`config.mk`:
```
export PLATFORM = sky130hd
export DESIGN_NAME = padcfg_serializer
export DESIGN_NICKNAME = d
export VERILOG_FILES = /design/src/rtl/padcfg_pkg.sv /design/src/rtl/padcfg_ctrl_reg.sv /design/src/rtl/padcfg_chain_walker.sv /design/src/rtl/padcfg_sequencer.sv /design/src/rtl/padcfg_serializer.sv
export SDC_FILE = /design/constraint.sdc
export NUM_CORES = 1
export LEC_CHECK = 0
export BUFFER_PORTS_ARGS = -buffer_cell sky130_fd_sc_hd__clkbuf_2
export CAP_MARGIN = 10
export CORE_AREA = 4 4 199 201
export DETAILED_ROUTE_END_ITERATION = 8
export DIE_AREA = 0 0 203 205
export PLACE_DENSITY_LB_ADDON = 0.08
export SKIP_CTS_REPAIR_TIMING = 1
export SYNTH_ARGS = -nofsm -noshare
export SYNTH_HDL_FRONTEND = slang
export SYNTH_SLANG_ARGS = --single-unit
export TNS_END_PERCENT = 50
```
`constraint.sdc`:
```
create_clock -name clk -period 10.4 [get_ports clk]
set_input_delay 0.52 -clock clk [delete_from_list [all_inputs] [get_ports clk]]
set_output_delay 0.52 -clock clk [all_outputs]
set_load 0.02 [all_outputs]
```
`src/rtl/padcfg_pkg.sv`:
```
// Shared definitions for the pad configuration serializer.
// Assumes the control register bits 1..6 map one-to-one onto the line set below.
package padcfg_pkg;

    // Fixed positions in the control register (software decodes them).
    localparam int CTL_START = 0;
    localparam int CTL_LO    = 1;
    localparam int CTL_HI    = 6;

    // Line bundle, packed so that bits [6:1] of the register cast onto it.
    typedef struct packed {
        logic dat_left;
        logic dat_right;
        logic sclk;
        logic load;
        logic rstn;
        logic en;
    } line_set_t;

    // Sequencer phases.
    typedef enum logic [2:0] {
        SEQ_IDLE  = 3'd0,
        SEQ_LOW   = 3'd1,
        SEQ_HIGH  = 3'd2,
        SEQ_LOAD1 = 3'd3,
        SEQ_LOAD2 = 3'd4
    } seq_state_t;

endpackage

```
`src/rtl/padcfg_ctrl_reg.sv`:
```
// Control register: holds the start bit and the six bit-bang lines.
// Assumes busy comes from the sequencer; writes during busy are dropped.
module padcfg_ctrl_reg
    import padcfg_pkg::*;
(
    input  logic       clk,
    input  logic       rst_n,
    input  logic       wr_en,
    input  logic [7:0] wr_data,
    input  logic       busy,
    input  logic       done_pulse,
    output line_set_t  lines,
    output logic       start_bit
);

    // Register update: reset, completion clear, or idle write.
    always_ff @(posedge clk) begin
        if (!rst_n) begin
            lines     <= '0;
            start_bit <= 1'b0;
        end else if (done_pulse) begin
            start_bit <= 1'b0;
        end else if (wr_en && !busy) begin
            lines     <= line_set_t'(wr_data[CTL_HI:CTL_LO]);
            start_bit <= wr_data[CTL_START];
        end
    end

endmodule

```
`src/rtl/padcfg_chain_walker.sv`:
```
// Walks one chain pad by pad, presenting one word bit per shift pulse.
// Assumes FIRST and LAST are inside [0, N_PADS) and that ASCEND matches their order.
// A pad marked in HOLD_MASK skips the top word bit (12 of 13 bits).
module padcfg_chain_walker #(
    parameter int                     N_PADS    = 38,
    parameter int                     WORD_W    = 13,
    parameter int                     FIRST     = 0,
    parameter int                     LAST      = 18,
    parameter bit                     ASCEND    = 1'b1,
    parameter logic [N_PADS-1:0]      HOLD_MASK = '0
) (
    input  logic                       clk,
    input  logic                       rst_n,
    input  logic                       start,
    input  logic                       advance,
    input  logic [N_PADS*WORD_W-1:0]   cfg_words,
    output logic                       bit_out,
    output logic                       done
);

    localparam int FLAT_W = N_PADS * WORD_W;
    localparam int IDX_W  = (N_PADS > 1) ? $clog2(N_PADS) : 1;
    localparam int BIT_W  = $clog2(WORD_W);
    localparam int SEL_W  = $clog2(FLAT_W);

    logic [IDX_W-1:0] pad_idx;
    logic [IDX_W-1:0] pad_next;
    logic [BIT_W-1:0] bit_idx;
    logic [SEL_W-1:0] sel;

    // Highest bit index sent for a pad.
    function automatic logic [BIT_W-1:0] top_bit(input logic [IDX_W-1:0] p);
        return HOLD_MASK[p] ? BIT_W'(WORD_W - 2) : BIT_W'(WORD_W - 1);
    endfunction

    // Direction variant chosen by parameter.
    generate
        if (ASCEND) begin : g_up
            assign pad_next = pad_idx + IDX_W'(1);
        end else begin : g_down
            assign pad_next = pad_idx - IDX_W'(1);
        end
    endgenerate

    // Position counters: load on start, step on each shift pulse.
    always_ff @(posedge clk) begin
        if (!rst_n) begin
            pad_idx <= '0;
            bit_idx <= '0;
            done    <= 1'b1;
        end else if (start) begin
            pad_idx <= IDX_W'(FIRST);
            bit_idx <= top_bit(IDX_W'(FIRST));
            done    <= 1'b0;
        end else if (advance && !done) begin
            if (bit_idx == '0) begin
                if (pad_idx == IDX_W'(LAST)) begin
                    done <= 1'b1;
                end else begin
                    pad_idx <= pad_next;
                    bit_idx <= top_bit(pad_next);
                end
            end else begin
                bit_idx <= bit_idx - BIT_W'(1);
            end
        end
    end

    // Bit select into the flat word vector; zero once the chain is finished.
    always_comb begin
        sel     = SEL_W'(pad_idx) * SEL_W'(WORD_W) + SEL_W'(bit_idx);
        bit_out = done ? 1'b0 : cfg_words[sel];
    end

endmodule

```
`src/rtl/padcfg_sequencer.sv`:
```
// Phase engine for the automatic transfer: low/high shift phases, then a load window.
// Assumes both walkers report done only after their last bit has been clocked.
module padcfg_sequencer
    import padcfg_pkg::*;
(
    input  logic clk,
    input  logic rst_n,
    input  logic start_req,
    input  logic both_done,
    output logic walk_start,
    output logic advance,
    output logic busy,
    output logic sclk_auto,
    output logic load_auto,
    output logic done_pulse
);

    seq_state_t state;

    // Phase transitions.
    always_ff @(posedge clk) begin
        if (!rst_n) begin
            state <= SEQ_IDLE;
        end else begin
            case (state)
                SEQ_IDLE:  if (start_req) state <= SEQ_LOW;
                SEQ_LOW:   state <= both_done ? SEQ_LOAD1 : SEQ_HIGH;
                SEQ_HIGH:  state <= SEQ_LOW;
                SEQ_LOAD1: state <= SEQ_LOAD2;
                SEQ_LOAD2: state <= SEQ_IDLE;
                default:   state <= SEQ_IDLE;
            endcase
        end
    end

    // Phase decode into strobes and line levels.
    always_comb begin
        busy       = (state != SEQ_IDLE);
        walk_start = (state == SEQ_IDLE) && start_req;
        advance    = (state == SEQ_HIGH);
        sclk_auto  = (state == SEQ_HIGH);
        load_auto  = (state == SEQ_LOAD1) || (state == SEQ_LOAD2);
        done_pulse = (state == SEQ_LOAD2);
    end

endmodule

```
`src/rtl/padcfg_serializer.sv`:
```
// Top: control register, sequencer and two chain walkers, plus the output mux
// choosing between automatic drive and the bit-bang register lines.
// Assumes N_RIGHT >= 1 and N_LEFT >= 1; right pads are the low indices.
module padcfg_serializer
    import padcfg_pkg::*;
#(
    parameter int                              N_RIGHT   = 19,
    parameter int                              N_LEFT    = 19,
    parameter int                              WORD_W    = 13,
    parameter logic [N_RIGHT+N_LEFT-1:0]       HOLD_MASK = '0
) (
    input  logic                                clk,
    input  logic                                rst_n,
    input  logic                                wr_en,
    input  logic [7:0]                          wr_data,
    input  logic [(N_RIGHT+N_LEFT)*WORD_W-1:0]  cfg_words,
    output logic [7:0]                          rd_data,
    output logic                                busy,
    output logic                                ser_en,
    output logic                                ser_rstn,
    output logic                                ser_load,
    output logic                                ser_clk,
    output logic                                dat_left,
    output logic                                dat_right
);

    localparam int N_PADS = N_RIGHT + N_LEFT;

    line_set_t lines;
    logic      start_bit;
    logic      start_req;
    logic      walk_start, advance, sclk_auto, load_auto, done_pulse;
    logic      bit_r, bit_l, done_r, done_l;

    // Start request: a write with the start bit set while idle.
    assign start_req = wr_en && wr_data[CTL_START] && !busy;

    padcfg_ctrl_reg u_reg (
        .clk        (clk),
        .rst_n      (rst_n),
        .wr_en      (wr_en),
        .wr_data    (wr_data),
        .busy       (busy),
        .done_pulse (done_pulse),
        .lines      (lines),
        .start_bit  (start_bit)
    );

    padcfg_sequencer u_seq (
        .clk        (clk),
        .rst_n      (rst_n),
        .start_req  (start_req),
        .both_done  (done_r && done_l),
        .walk_start (walk_start),
        .advance    (advance),
        .busy       (busy),
        .sclk_auto  (sclk_auto),
        .load_auto  (load_auto),
        .done_pulse (done_pulse)
    );

    // Right chain: farthest pad is N_RIGHT-1, walking down to pad 0.
    padcfg_chain_walker #(
        .N_PADS    (N_PADS),
        .WORD_W    (WORD_W),
        .FIRST     (N_RIGHT - 1),
        .LAST      (0),
        .ASCEND    (1'b0),
        .HOLD_MASK (HOLD_MASK)
    ) u_walk_r (
        .clk       (clk),
        .rst_n     (rst_n),
        .start     (walk_start),
        .advance   (advance),
        .cfg_words (cfg_words),
        .bit_out   (bit_r),
        .done      (done_r)
    );

    // Left chain: farthest pad is N_RIGHT, walking up to the top pad.
    padcfg_chain_walker #(
        .N_PADS    (N_PADS),
        .WORD_W    (WORD_W),
        .FIRST     (N_RIGHT),
        .LAST      (N_PADS - 1),
        .ASCEND    (1'b1),
        .HOLD_MASK (HOLD_MASK)
    ) u_walk_l (
        .clk       (clk),
        .rst_n     (rst_n),
        .start     (walk_start),
        .advance   (advance),
        .cfg_words (cfg_words),
        .bit_out   (bit_l),
        .done      (done_l)
    );

    // Output mux: the engine owns the lines while busy, the register otherwise.
    always_comb begin
        rd_data   = {1'b0, lines, start_bit};
        ser_en    = busy ? 1'b1      : lines.en;
        ser_rstn  = busy ? 1'b1      : lines.rstn;
        ser_load  = busy ? load_auto : lines.load;
        ser_clk   = busy ? sclk_auto : lines.sclk;
        dat_right = busy ? bit_r     : lines.dat_right;
        dat_left  = busy ? bit_l     : lines.dat_left;
    end

endmodule

```
==> results.toml, run 1 <==
[synthesis]
yosysUniqueCellTypes = 60
synthArstFlopShare = 0
synth_top_area_frac = 0.542
synth_top_flop_cell = "dfxtp_1"
ys_ff_latch = 32
syn-instance-count = 913
synth_top_area_cell = "mux4_2"
synth-edff-count = 0
synth_area_leaders = "mux4_2 (54%), ha_1 (6.4%), dfxtp_1 (5.9%)"
yosysWarnings = 0
synth_seq_area_share = 0.0586
syn_area_per_cell_sq_um = 12.0
netlist_area_sq_um = 10900
syn-num-nets = 1482

[routing]
wl_met3_um = 4200
drc = 0
initialDrtViolationCount = 686
top_layer = "met5"
vias = 10900
first_pass_iters = 5
wl_per_cell_um = 27.4
ant_nets = 0
wl_met2_um = 26400
routed_wl_um = 51700
wl_met1_um = 20100
routed_via_density = 5.76

[job]
maxCapViolations = 0

[cts]
clkTransAtPathRegs_ns = 0.06
cts_max_level = 2
cts_buffers = 5
cts_tree = "built"
insertion_delay_ns = 0.28
cts_sinks = 32
clockRootBuffer = "clkbuf_16"
cts_max_path_buffers = 2

[worst_setup_path]
crit_chain = "ha_1 -> inv_1 -> fa_1 -> inv_1 -> ha_1 -> ha_1 -> nor2_1 -> a21oi_4 -> xnor2_4 -> mux4_2 -> nor2b_1 -> a211oi_1 -> a211oi_1 -> a211o_1 -> a221o_1 -> clkbuf_2"
cp-end-kind = "primary output"
cp_top_family = "adder cells"
worst-path-buf-inv = 3
cp.arrival_ns = 5.62
crit_path_max_incr_delay_ns = 0.81
crit_path_top_delay_cell = "xnor2_4"
crit_type = "flip-flop to primary output"
cp-start-kind = "flip-flop"
crit_required_ns = 9.88
cp_max_fo = 19
crit_top_cell = "ha_1"

[global_routing]
antenna_found_initial = 17
grt_pass1_wl_um = 75100
grt_max_degree = 89
track_usage = 0.241
grt_pass1_vias = 11700
overflow = 0

[floorplanning]
die_h_um = 205
start_util = 0.291
pin_count = 520
die_area_sq_um = 41600
die_x_um = 203
row_count = 71
core_sq_um = 37600

[cells_and_area]
area.growth.synth_to_final_pct = 29.5
fillers = 3782
register_area_sq_um = 641
nNetsFinal = 1933
drive_above_1_share = 0.607
multi_input_area_sq_um = 9830
instances_no_fill = 1887

[place]
dp_hpwl_um = 43200
routabilityCongestion = 0.843
port-buffer-count = 517
dpl_worst_slack_ns = 4.55
dp_cells = 1868

[timing]
worstMarginPinSlew_ns = 1.10
setup_ws_ns = 4.26
holdWs_ns = 0.482
tns_ns = 0
final_hold_viol_count = 0
maxSlewHeadroom = 0.264
fin_skew_ns = 0.00648
slew_viol_final = 0
post-route-min-period_ns = 6.14
setup_viol = 0
fin_crit_sh = 0.590
grt_setup_unrepaired = "false"
max_freq_ghz = 0.163

[power]
switching_power_w = 0.000506
power.total_w = 0.00116
clockPowerShare = 0.128
powerDensity_nw_per_um2 = 81.9
p_comb_frac = 0.752
p_int_w = 0.000652
power.leakage_nw = 5.83
seq_power_share = 0.120
ir_drop_mv = 0.0508
power_switching_share = 0.437

[outcome]
status = "completed"

[worst_hold_path]
hp-class = "primary input to flip-flop"
## sequential cells by signal (all words and copies together) (netlist names)
register          count
u_walk_r.pad_idx      6
u_seq.state           3
u_walk_r.bit_idx      4
u_walk_l.pad_idx      6
u_walk_r.done         1
u_walk_l.done         1
u_reg.start_bit       1
u_walk_l.bit_idx      4
u_reg.lines           6
## path summary, 6_finish.rpt
path                                          start             endpoint  slack, ns  depth (start not counted)
worst max-delay path            u_walk_l.pad_idx[0]             dat_left       4.26                         16
worst min-delay path                     wr_data[4]       u_reg.lines[3]       0.48                          3
worst max register to register       u_seq.state[2]  u_walk_r.pad_idx[4]       8.30                          8
worst min register to register       u_reg.lines[1]       u_reg.lines[1]       0.48                          2
## worst min-delay path: cells and delay by family
family / cells / cell delay (ns)
compound gates: 1 / 0.06
buf+inv: 1 / 0.08
simple gates: 1 / 0.04
## layer usage
| layer | GRT usage | vias to the layer above |
|---|---|---|
| li1 | - | 4803 |
| met1 | 0.302 | 5521 |
| met2 | 0.423 | 489 |
| met3 | 0.0590 | 50 |
| met4 | 0.0560 | 12 |
| met5 | 0 | - |
## kinds of logic after synthesis
family / synth area share
mux: 0.600
simple gates: 0.0812
flops: 0.0586
compound gates: 0.0959
other cells: 0.000343
fa+ha+maj: 0.0788
buf+inv: 0.0558
xor+xnor: 0.0297
## stage by stage
stage                     area, sq um   util
after floorplan                 10900      -
after global placement          14000  0.372
after detailed placement        14000  0.372
after CTS                       14100  0.376
after global routing            14100  0.376
final                           14100  0.376
## synth_stat cells (5+ instances only)
| library cell | count |
|---|---|
| mux4_2 | 263 |
| nand2_1 | 59 |
| mux2i_1 | 57 |
| ha_1 | 56 |
| clkbuf_1 | 34 |
| nor2_1 | 33 |
| dfxtp_1 | 32 |
| buf_2 | 31 |
| inv_1 | 31 |
| nand3_1 | 27 |
| a211oi_1 | 25 |
| a21oi_1 | 23 |
| xnor2_1 | 22 |
| nor3_1 | 19 |
| o21ai_0 | 17 |
| a21boi_0 | 14 |
| buf_4 | 13 |
| nor2b_1 | 12 |
| a2111oi_0 | 11 |
| xor2_1 | 10 |
| a31oi_1 | 9 |
| nand2b_1 | 9 |
| buf_6 | 8 |
| fa_1 | 8 |
| nand4_1 | 8 |
| o221ai_1 | 7 |
| buf_1 | 6 |
| o22ai_1 | 6 |
| a21o_1 | 5 |
| and3_1 | 5 |
| mux2_2 | 5 |
## power by group through the flow
stage | sequential, W | clock, W | combinational [W]
3_5_place_dp | 0.000142 | 0 | 0.000876
6_report | 0.000139 | 0.000148 | 0.000871
3_3_place_gp | 0.000142 | 0 | 0.000875
5_1_grt | 0.000141 | 0.000156 | 0.000940
2_1_floorplan | 0.000140 | 0 | 0.000557
4_1_cts | 0.000139 | 0.000149 | 0.000880
## final cells by class
cell class,count,share of cell area
well taps,511,0.0452
clock buffers,8,0.0103
repair buffers,536,0.194
diodes,11,0.00195
multi-input cells,758,0.695
inverters,31,0.00823
flip-flops and latches,32,0.0453
## placed cells by master (no fill, tap or decap), types with 6 or more instances in the layout
| master | synthesis | final |
|---|---|---|
| o22ai_1 | 6 | 6 |
| mux2i_1 | 57 | 57 |
| mux4_2 | 263 | 263 |
| diode_2 | 0 | 11 |
| buf_4 | 13 | 18 |
| nand2_1 | 59 | 59 |
| a211oi_1 | 25 | 25 |
| dfxtp_1 | 32 | 32 |
| nor2_1 | 33 | 33 |
| clkbuf_2 | 0 | 517 |
| nand2b_1 | 9 | 9 |
| fa_1 | 8 | 6 |
| a31oi_1 | 9 | 9 |
| nor3_1 | 19 | 19 |
| nand3_1 | 27 | 27 |
| nand4_1 | 8 | 8 |
| ha_1 | 56 | 52 |
| inv_1 | 31 | 31 |
| xnor2_1 | 22 | 18 |
| a2111oi_0 | 11 | 11 |
| nor2b_1 | 12 | 12 |
| a21boi_0 | 14 | 14 |
| xor2_1 | 10 | 6 |
| a21oi_1 | 23 | 23 |
| o21ai_0 | 17 | 17 |
| o221ai_1 | 7 | 7 |
Power figures use the tool's default switching activity.
==> run 2: changes to the inputs <==
ABC_AREA = 1   (was not set)
CORE_AREA = not set   (was 4 4 199 201)
CORE_MARGIN = 4   (was not set)
CORE_UTILIZATION = 35   (was not set)
DIE_AREA = not set   (was 0 0 203 205)
clock period = 5.1 ns   (was 10.4 ns; I/O delays follow)
==> results.toml, run 2 <==
[place]
port-buffer-count = 517
dp_hpwl_um = 52000
routabilityCongestion = 0.940

[routing]
routed_wl_um = 73100
drc = 0
ant_nets = 0
routed_via_density = 5.79
wl_per_cell_um = 21.6
initialDrtViolationCount = 2173
first_pass_iters = 6
vias = 19600

[cells_and_area]
layout_commonest_cell = "nand2_1"
final_core_util = 0.429
mostFrequentLayoutCells = "nand2_1 (1038), nand3_1 (965), clkbuf_2 (517)"
top_regs = "u_reg.lines: 6 flops, u_walk_l.pad_idx: 6 flops, u_walk_r.pad_idx: 6 flops"
nNetsFinal = 3474
area.growth.synth_to_final_pct = 19.7
drive_above_1_share = 0.204
fillers = 4121

[worst_setup_path]
cp.arrival_ns = 4.37
crit_required_ns = 4.85
cp-end-kind = "primary output"
crit_type = "flip-flop to primary output"
cp_max_fo = 17
cp-start-kind = "flip-flop"

[timing]
grt_setup_unrepaired = "false"
slew_viol_final = 104
post-route-min-period_ns = 4.62
setup_viol = 0
fin_skew_ns = 0.00538
final_hold_viol_count = 0
maxSlewHeadroom = -0.0616
max_freq_ghz = 0.216
tns_ns = 0
worstMarginPinSlew_ns = 1.59
fin_crit_sh = 0.907

[floorplanning]
row_count = 69
die_x_um = 200
start_util = 0.358
core_sq_um = 35900
pin_count = 520
die_area_sq_um = 39900
die_h_um = 200

[global_routing]
antenna_found_initial = 18
gr-usage-met2 = 0.578
track_usage = 0.342
met1_usage = 0.433
grt_pass1_wl_um = 108000
busiest_layer = "met2"
grt_max_degree = 257
overflow = 0
grt_use_met3 = 0.0544
grt_pass1_vias = 18700

[synthesis]
synth_area_leaders = "nand3_1 (38%), nand2_1 (30%), ha_1 (5.4%)"
synth_top_flop_cell = "dfxtp_1"
synth_top_area_frac = 0.375
syn-instance-count = 2565
ys_ff_latch = 32
synthTopCellsByCount = "nand2_1 (1038), nand3_1 (965), buf_2 (92)"
synthArstFlopShare = 0
synth_seq_area_share = 0.0498
syn-num-nets = 3134
synth_most_common_cell = "nand2_1"
yosysWarnings = 0
synth-edff-count = 0
syn_area_per_cell_sq_um = 5.02
netlist_area_sq_um = 12900
synth_top_area_cell = "nand3_1"
yosysUniqueCellTypes = 42

[cts]
cts_tree = "built"
cts_max_level = 2
cts_sinks = 32
insertion_delay_ns = 0.28
clkTransAtPathRegs_ns = 0.06
cts_max_path_buffers = 2
clockRootBuffer = "clkbuf_16"
cts_buffers = 5

[power]
powerDensity_nw_per_um2 = 178
ir_drop_mv = 0.150
power.leakage_nw = 8.16

[outcome]
status = "finished with violations"
failed_checks = "slew limit"

[worst_hold_path]
hp-class = "primary input to flip-flop"

[job]
maxCapViolations = 0
[run 2: worst max-delay path, cell delays in order (launching register included)]
cell and delay, ns:
dfxtp_1 0.46, inv_1 0.10, ha_1 0.33, ha_1 0.29
fa_1 0.44, ha_1 0.42, a21oi_2 0.23, nand2_1 0.07
nand2_1 0.09, nand2_4 0.23, inv_4 0.32, nand3_1 0.16
nand3_1 0.10, nand3_1 0.16, nand2_1 0.10, nand2_1 0.05
nand3_1 0.08, nand3_1 0.18, nand2_1 0.10, clkbuf_2 0.17
[run 2: cell type report]
class / count / area (sq um) / share of cell area
Clock inverter: 1 / 30.0 / 0.00195
Timing Repair Buffer: 544 / 2950 / 0.192
Antenna cell: 18 / 45.0 / 0.00292
Multi-Input combinational cell: 2228 / 10600 / 0.690
Clock buffer: 7 / 153 / 0.00991
Inverter: 94 / 375 / 0.0244
Sequential cell: 32 / 641 / 0.0416
Tap cell: 461 / 577 / 0.0374
[run 2: where the power goes]
group	leakage [nW]	switching (W)	internal, W	total (W)
combinational	7.81	0.00140	0.000693	0.00209
clock	0.0902	0.000111	0.000257	0.000368
sequential	0.262	0.0000171	0.000265	0.000282
total	8.16	0.00153	0.00121	0.00274
[run 2: path summary, 6_finish.rpt]
kind / startpoint / to / slack (ns) / cells after the start
worst min-delay path: wr_data[5] / u_reg.lines[4] / 0.23 / 3
worst max-delay path: u_walk_r.pad_idx[0] / dat_right / 0.48 / 19
worst max register to register: u_seq.state[0] / u_walk_r.bit_idx[0] / 2.74 / 10
worst min register to register: u_reg.lines[3] / u_reg.lines[3] / 0.47 / 2
[run 2: cells by family after synthesis]
group           synth area share
simple gates               0.700
buf+inv                    0.131
compound gates            0.0406
fa+ha+maj                 0.0669
flops                     0.0498
xor+xnor                  0.0112
other cells             0.000291
[run 2: metal layers]
| metal | routed length, um | part of all wire | vias to the layer above |
|---|---|---|---|
| met2 | 34400 | 0.47 | 1184 |
| met1 | 28400 | 0.39 | 8966 |
| met4 | 3150 | 0.043 | 2 |
| li1 | - | - | 9250 |
| met5 | 20 | 0.00027 | - |
| met3 | 7140 | 0.098 | 182 |
[run 2: metrics by stage]
step	power (W)	setup WS (ns)	cell area, sq um	hold WS (ns)	cells
floorplan	0.00155	1.82	12900	0.423	2565
finish	0.00274	0.476	15400	0.230	3385
CTS	0.00272	0.494	15400	0.230	3367
global route	0.00294	0.199	15400	0.253	3384
global placement	0.00233	0.825	15200	0.459	3359
detailed placement	0.00234	0.809	15200	0.462	3359
